## src/rtl/boot_addr_pkg.sv

```systemverilog
package boot_addr_pkg;

  localparam int REC_WORDS = 4;
  localparam int IDX_W = $clog2(REC_WORDS);

  localparam logic [47:0] DEFAULT_MAC = 48'h0007ED012345;
  localparam logic [31:0] DEFAULT_IP  = 32'hC0A80119;

  typedef enum logic [2:0] {
    IDLE,
    READ_RECORD,
    CHECK,
    DHCP_WAIT,
    DONE
  } selState_t;

  // strobes from control to datapath
  typedef struct packed {
    logic             capture;
    logic [IDX_W-1:0] capIdx;
    logic             commit;
    logic             useDyn;
  } selStrobe_t;

endpackage

```

## src/rtl/boot_addr_dp.sv

```systemverilog
module boot_addr_dp
  import boot_addr_pkg::*;
#(
  parameter logic [31:0] SIGNATURE = 32'h5AFEC0DE
) (
  input  logic        clk,
  input  logic        rstN,
  input  logic [31:0] rdData,
  input  selStrobe_t  strobe,
  input  logic [31:0] dynIp,
  output logic        recValid,
  output logic        dynEn,
  output logic [47:0] macAddr,
  output logic [31:0] ipAddr
);

  logic [31:0] sigWord;
  logic [31:0] macLo;
  logic [15:0] macHi;
  logic        flagBit;
  logic [31:0] ipRec;
  logic        committed;

  always_ff @(posedge clk or negedge rstN) begin
    if (!rstN) begin
      sigWord <= '0;
      macLo   <= '0;
      macHi   <= '0;
      flagBit <= 1'b0;
      ipRec   <= '0;
    end else if (strobe.capture) begin
      case (strobe.capIdx)
        IDX_W'(0): sigWord <= rdData;
        IDX_W'(1): macLo   <= rdData;
        IDX_W'(2): begin
          macHi   <= rdData[15:0];
          flagBit <= rdData[16];
        end
        default:   ipRec   <= rdData;
      endcase
    end
  end

  assign recValid = (sigWord == SIGNATURE);
  assign dynEn    = flagBit;

  // MAC and IP decided on separate paths
  always_ff @(posedge clk or negedge rstN) begin
    if (!rstN) begin
      macAddr   <= '0;
      ipAddr    <= '0;
      committed <= 1'b0;
    end else if (strobe.commit && !committed) begin
      committed <= 1'b1;
      macAddr   <= recValid ? {macHi, macLo} : DEFAULT_MAC;
      if (strobe.useDyn)
        ipAddr <= dynIp;
      else
        ipAddr <= recValid ? ipRec : DEFAULT_IP;
    end
  end

  // frozen once committed
  a_r10_outputs_frozen: assert property (@(posedge clk) disable iff (!rstN)
    committed |=> ($stable(macAddr) && $stable(ipAddr)));

  // invalid record forces the default MAC
  a_r3_default_mac: assert property (@(posedge clk) disable iff (!rstN)
    (strobe.commit && !committed && !recValid) |=> (macAddr == DEFAULT_MAC));

  // invalid record without dynamic success forces the default IP
  a_r7_default_ip: assert property (@(posedge clk) disable iff (!rstN)
    (strobe.commit && !committed && !recValid && !strobe.useDyn) |=> (ipAddr == DEFAULT_IP));

endmodule

```

## src/rtl/boot_addr_ctrl.sv

```systemverilog
module boot_addr_ctrl
  import boot_addr_pkg::*;
#(
  parameter int ADDR_W      = 8,
  parameter int BASE_ADDR   = 16,
  parameter int TIMEOUT_CYC = 1000
) (
  input  logic              clk,
  input  logic              rstN,
  output logic              rdEn,
  output logic [ADDR_W-1:0] rdAddr,
  input  logic              rdValid,
  output logic              dynReq,
  input  logic              dynDone,
  input  logic              dynOk,
  input  logic              recValid,
  input  logic              dynEn,
  output selStrobe_t        strobe,
  output logic              doneStrobe
);

  localparam int CNT_W = $clog2(TIMEOUT_CYC + 1);
  localparam logic [ADDR_W-1:0] BASE_A   = ADDR_W'(BASE_ADDR);
  localparam logic [CNT_W-1:0]  LAST_CNT = CNT_W'(TIMEOUT_CYC - 1);
  localparam logic [IDX_W-1:0]  LAST_IDX = IDX_W'(REC_WORDS - 1);

  selState_t        state;
  logic [IDX_W-1:0] wordIdx;
  logic             pend;
  logic [CNT_W-1:0] waitCnt;
  logic             lastWait;

  assign rdEn     = (state == READ_RECORD) && !pend;
  assign rdAddr   = BASE_A + ADDR_W'(wordIdx);
  assign lastWait = (waitCnt == LAST_CNT);

  always_comb begin
    strobe         = '0;
    strobe.capture = (state == READ_RECORD) && pend && rdValid;
    strobe.capIdx  = wordIdx;
    case (state)
      CHECK:     strobe.commit = recValid && !dynEn;
      DHCP_WAIT: begin
        strobe.commit = dynDone || lastWait;
        strobe.useDyn = dynDone && dynOk;
      end
      default:   strobe.commit = 1'b0;
    endcase
  end

  always_ff @(posedge clk or negedge rstN) begin
    if (!rstN) begin
      state      <= IDLE;
      wordIdx    <= '0;
      pend       <= 1'b0;
      waitCnt    <= '0;
      dynReq     <= 1'b0;
      doneStrobe <= 1'b0;
    end else begin
      dynReq     <= 1'b0;
      doneStrobe <= 1'b0;
      case (state)
        IDLE: begin
          state   <= READ_RECORD;
          wordIdx <= '0;
          pend    <= 1'b0;
        end
        READ_RECORD: begin
          if (rdEn) begin
            pend <= 1'b1;
          end else if (rdValid) begin
            pend    <= 1'b0;
            wordIdx <= wordIdx + 1'b1;
            if (wordIdx == LAST_IDX) state <= CHECK;
          end
        end
        CHECK: begin
          if (strobe.commit) begin
            state      <= DONE;
            doneStrobe <= 1'b1;
          end else begin
            state   <= DHCP_WAIT;
            dynReq  <= 1'b1;
            waitCnt <= '0;
          end
        end
        DHCP_WAIT: begin
          if (strobe.commit) begin
            state      <= DONE;
            doneStrobe <= 1'b1;
          end else begin
            waitCnt <= waitCnt + 1'b1;
          end
        end
        default: state <= DONE;
      endcase
    end
  end

  // checker-side count of requests seen since reset
  logic [1:0] reqSeenCnt;
  always_ff @(posedge clk or negedge rstN) begin
    if (!rstN) reqSeenCnt <= '0;
    else if (dynReq && reqSeenCnt != 2'd3) reqSeenCnt <= reqSeenCnt + 1'b1;
  end

  a_r9_req_pulse: assert property (@(posedge clk) disable iff (!rstN)
    dynReq |=> !dynReq);

  a_r9_one_req: assert property (@(posedge clk) disable iff (!rstN)
    reqSeenCnt <= 2'd1);

  a_r10_done_pulse: assert property (@(posedge clk) disable iff (!rstN)
    doneStrobe |=> !doneStrobe);

  a_r8_wait_bound: assert property (@(posedge clk) disable iff (!rstN)
    (state == DHCP_WAIT) |-> (waitCnt <= LAST_CNT));

  a_r1_one_read_open: assert property (@(posedge clk) disable iff (!rstN)
    rdEn |=> !rdEn);

endmodule

```

## src/rtl/boot_addr_sel.sv

```systemverilog
module boot_addr_sel
  import boot_addr_pkg::*;
#(
  parameter int          ADDR_W      = 8,
  parameter int          BASE_ADDR   = 16,
  parameter int          TIMEOUT_CYC = 1000,
  parameter logic [31:0] SIGNATURE   = 32'h5AFEC0DE
) (
  input  logic              clk,
  input  logic              rstN,
  output logic              rdEn,
  output logic [ADDR_W-1:0] rdAddr,
  input  logic              rdValid,
  input  logic [31:0]       rdData,
  output logic              dynReq,
  input  logic              dynDone,
  input  logic              dynOk,
  input  logic [31:0]       dynIp,
  output logic [47:0]       macAddr,
  output logic [31:0]       ipAddr,
  output logic              doneStrobe
);

  selStrobe_t strobe;
  logic       recValid;
  logic       dynEn;

  boot_addr_ctrl #(
    .ADDR_W     (ADDR_W),
    .BASE_ADDR  (BASE_ADDR),
    .TIMEOUT_CYC(TIMEOUT_CYC)
  ) u_ctrl (
    .clk       (clk),
    .rstN      (rstN),
    .rdEn      (rdEn),
    .rdAddr    (rdAddr),
    .rdValid   (rdValid),
    .dynReq    (dynReq),
    .dynDone   (dynDone),
    .dynOk     (dynOk),
    .recValid  (recValid),
    .dynEn     (dynEn),
    .strobe    (strobe),
    .doneStrobe(doneStrobe)
  );

  boot_addr_dp #(
    .SIGNATURE(SIGNATURE)
  ) u_dp (
    .clk     (clk),
    .rstN    (rstN),
    .rdData  (rdData),
    .strobe  (strobe),
    .dynIp   (dynIp),
    .recValid(recValid),
    .dynEn   (dynEn),
    .macAddr (macAddr),
    .ipAddr  (ipAddr)
  );

endmodule

```

## config.mk

```make
export PLATFORM = sky130hd
export DESIGN_NAME = boot_addr_sel
export DESIGN_NICKNAME = d
export VERILOG_FILES = /design/src/rtl/boot_addr_pkg.sv /design/src/rtl/boot_addr_dp.sv /design/src/rtl/boot_addr_ctrl.sv /design/src/rtl/boot_addr_sel.sv
export SDC_FILE = /design/constraint.sdc
export NUM_CORES = 1
export LEC_CHECK = 0
export BUFFER_PORTS_ARGS = -buffer_cell sky130_fd_sc_hd__buf_2
export CORE_UTILIZATION = 60
export CTS_CLUSTER_DIAMETER = 30
export DETAILED_ROUTE_END_ITERATION = 10
export MAX_ROUTING_LAYER = met4
export PLACE_DENSITY = 0.91
export SLEW_MARGIN = 25
export SYNTH_ARGS = -nofsm -noshare
export SYNTH_HDL_FRONTEND = slang
export SYNTH_HIERARCHICAL = 1
export SYNTH_SLANG_ARGS = --single-unit
```

## constraint.sdc

```tcl
create_clock -name clk -period 6.9 [get_ports clk]
set_clock_uncertainty 0.05 [all_clocks]
set_input_delay 1.035 -clock clk [delete_from_list [all_inputs] [get_ports clk]]
set_output_delay 1.035 -clock clk [all_outputs]
set_load 0.02 [all_outputs]
```

==> results.txt <==
Run status: finished clean
Largest family of logic cells by synthesized area: multiplexers
Clk root buf: clkbuf_16
Final hold violation count: 0
Initial Util: 0.623
Synth Area in XOR/XNOR: 0.00601
Die area: 15100 um2
Setup bufs post-CTS: 0
Cell Count Post-Placement: 1027
Vias in the first global route: 6774
Global route total overflow: 0
Fraction of the mapped netlist area in simple logic gates: 0.108
Initial DRC Count: 666
Slowest-stage cell, CP: nor2b_4
Layout overhead on the synthesized area: 25.1%
Total GRT Usage: 0.323
CTS tree: yes
Wirelength per Cell: 21.3 um
Post-Syn Area: 8740 um2
#FFs+latches synth: 212
Rel. slew slack: 0.260
Pwr dens: 350 nW/um2
Cts repair resizes: 0
Die height: 123 um
Longest Clk Path Bufs: 3
F_max: 214 MHz
Clock transition at path regs: 0.04 ns
CP required: 7.21 ns
Final period util: 0.678
Unrepaired setup endpoints after global routing: no
Post-DP HPWL: 12600 um
Post-synth EDFFs: 0
Pre-CTS WS: 2.46 ns
Post-layout minimum cycle time: 4.68 ns
Core area: 14000 um2
CP Max Fanout: 56
Post-synthesis cell type count: 52
Vias per inst: 6.03
Fin cells: 1097
Drt total wl: 23400 um
Via count: 6619
Gpl congestion: 0.882
Ys Warns: 6
WP data arrival: 4.99 ns
Global-route wire length before repair: 35600 um
Synth Flop Type: dfrtp_1
Avg Cell Area, Syn: 11.9 um2
Peak supply drop: 259 uV
DRC: 0
Initial antenna violation count: 0
Cell count after synthesis: 735
IO buf count: 153
Hold_buf cts: 0
Final worst setup slack: 2.22 ns
Most frequent CP cell: nor2_1
Max-Cap Viols: 0
Drt first pass iters: 5
Crit end category: flip-flop
Largest net degree at the start of global routing: 135
Total negative setup slack: 0 ns
Fraction of layout cells with a size suffix above 1: 0.396
Num ports: 160
Post-route ant nets: 0
CP startpoint kind: flip-flop
Post-synthesis async set-or-reset flop share: 1.00
Worst Tran Pin Value: 1.11 ns
Mux contribution to synthesized area: 0.149
Complex-gate fraction of the synthesized area: 0.0846
H-tree depth: 2
Setup Viol. Count Final: 0
Seq/Total Area, Yosys: 0.607
Post-Synth Adder-Cell Area: 0.00286
Largest stage delay on the critical path: 0.78 ns
Total CTS buffers: 37
Nets: 959
Leak: 5.40 nW
Clk Latency, worst-skew pair: 0.50 ns
Die W: 123 um
Clock Sinks: 212
Crit path cell chain: nand4bb_1 -> nor4_2 -> nand3_1 -> inv_2 -> nor2b_1 -> nor2_1 -> a211oi_1 -> nor2b_4 -> buf_4 -> nor2_1 -> o22ai_1
Hold Path Class: input port to asynchronous set/reset pin
Fin. max-slew vios: 0
CP Class: flip-flop to flip-flop
# rows: 43
## sequential cells by signal, summed over array words and instances (netlist names), 2 cells and up
name,flops
u_dp/ipRec,32
u_dp/sigWord,32
u_dp/macAddr,48
u_ctrl/waitCnt,10
u_dp/macHi,16
u_dp/ipAddr,32
u_ctrl/wordIdx,2
u_ctrl/state,3
u_dp/macLo,32
## power by group
group          internal [W]  leakage (nW)  switching (W)
logic              0.000186          1.99       0.000150
clock network       0.00128         0.649       0.000634
registers           0.00143          2.76       0.000149
total               0.00289          5.40       0.000934
## area by class of cell
| type | count | area [um2] |
|---|---|---|
| Clock buffer | 46 | 1050 |
| Timing Repair Buffer | 162 | 871 |
| Fill cell | 761 | 3100 |
| Clock inverter | 21 | 268 |
| Inverter | 27 | 101 |
| Antenna cell | 1 | 2.50 |
| Multi-Input combinational cell | 448 | 3110 |
| Sequential cell | 212 | 5310 |
| Tap cell | 180 | 225 |
## critical path: cells and delay by family, from the launching register on
family          cells  cell delay [ns]
simple gates        7             2.39
buf+inv             2             0.96
compound gates      2             0.73
flops               1             0.37
## metal layers
metal	global-route usage	up-vias	wire length, um	share of wire
li1	-	2861	-	-
met1	0.398	3329	9060	0.39
met2	0.520	358	11900	0.51
met3	0.0613	71	1730	0.074
met4	0.145	0	668	0.029
met5	-	-	0	0
## cell usage after synthesis, types with 2 or more instances
| cell type | count | area [um2] |
|---|---|---|
| a211oi_1 | 3 | 22.5 |
| a21oi_1 | 42 | 210 |
| and3_1 | 2 | 12.5 |
| buf_1 | 4 | 15.0 |
| buf_2 | 14 | 70.1 |
| buf_4 | 8 | 60.1 |
| buf_6 | 2 | 22.5 |
| clkbuf_1 | 21 | 78.8 |
| clkbuf_2 | 3 | 15.0 |
| conb_1 | 2 | 7.51 |
| dfrtp_1 | 212 | 5310 |
| ha_1 | 2 | 25.0 |
| inv_1 | 26 | 97.6 |
| mux2_2 | 113 | 1270 |
| mux2i_1 | 3 | 30.0 |
| nand2_1 | 71 | 267 |
| nand2b_1 | 3 | 18.8 |
| nand3_1 | 6 | 30.0 |
| nand3b_1 | 12 | 90.1 |
| nand4_1 | 6 | 37.5 |
| nand4b_1 | 3 | 26.3 |
| nor2_1 | 70 | 263 |
| nor2b_1 | 2 | 12.5 |
| nor3_1 | 2 | 10.0 |
| nor4_1 | 3 | 18.8 |
| o21ai_0 | 38 | 190 |
| o221a_2 | 9 | 101 |
| o22ai_1 | 24 | 150 |
| o31ai_1 | 2 | 15.0 |
| xnor2_1 | 3 | 26.3 |
| xor2_1 | 3 | 26.3 |
## through the flow
stage | hold slack [ns] | instance area (um2) | util | total power (W)
after global routing | 0.398 | 10900 | 0.779 | 0.00395
final | 0.384 | 10900 | 0.779 | 0.00383
after floorplan | 0.402 | 8760 | - | 0.00178
after detailed placement | 0.416 | 9570 | 0.682 | 0.00189
after CTS | 0.427 | 10900 | 0.776 | 0.00382
after global placement | 0.409 | 9570 | 0.682 | 0.00186
## cell families after synthesis
kind of cell    Yosys count
compound gates          124
xor+xnor                  6
fa+ha+maj                 2
buf+inv                  79
flops                   212
mux                     116
other cells               2
simple gates            194
## cell usage in the layout, fill, tap and decap left out, drive strengths merged, types with 7 or more instances in the layout
| master | netlist | final |
|---|---|---|
| mux2 | 113 | 113 |
| inv | 27 | 31 |
| nand2 | 71 | 71 |
| clkbuf | 24 | 46 |
| clkinv | 0 | 10 |
| o22ai | 24 | 24 |
| nand4 | 7 | 7 |
| nand3b | 12 | 12 |
| a21oi | 43 | 43 |
| buf | 28 | 162 |
| nor2 | 70 | 70 |
| o221a | 9 | 9 |
| o21ai | 38 | 38 |
| dfrtp | 212 | 212 |
## worst paths after layout
| path | startpoint | end | slack [ns] | cells after the start |
|---|---|---|---|---|
| hold reg to reg | u_dp/macAddr[23] | u_dp/macAddr[23] | 0.42 | 2 |
| setup / recovery | u_dp/sigWord[29] | u_dp/ipAddr[27] | 2.22 | 11 |
| max in group asynchronous | rstN | u_dp/macAddr[2] | 5.41 | 2 |
| min in group clk | u_dp/macAddr[23] | u_dp/macAddr[23] | 0.42 | 2 |
| setup reg to reg | u_dp/sigWord[29] | u_dp/ipAddr[27] | 2.22 | 11 |
| hold / removal | rstN | u_dp/ipRec[29] | 0.38 | 1 |
No activity file was read; power rests on OpenSTA's default activity.
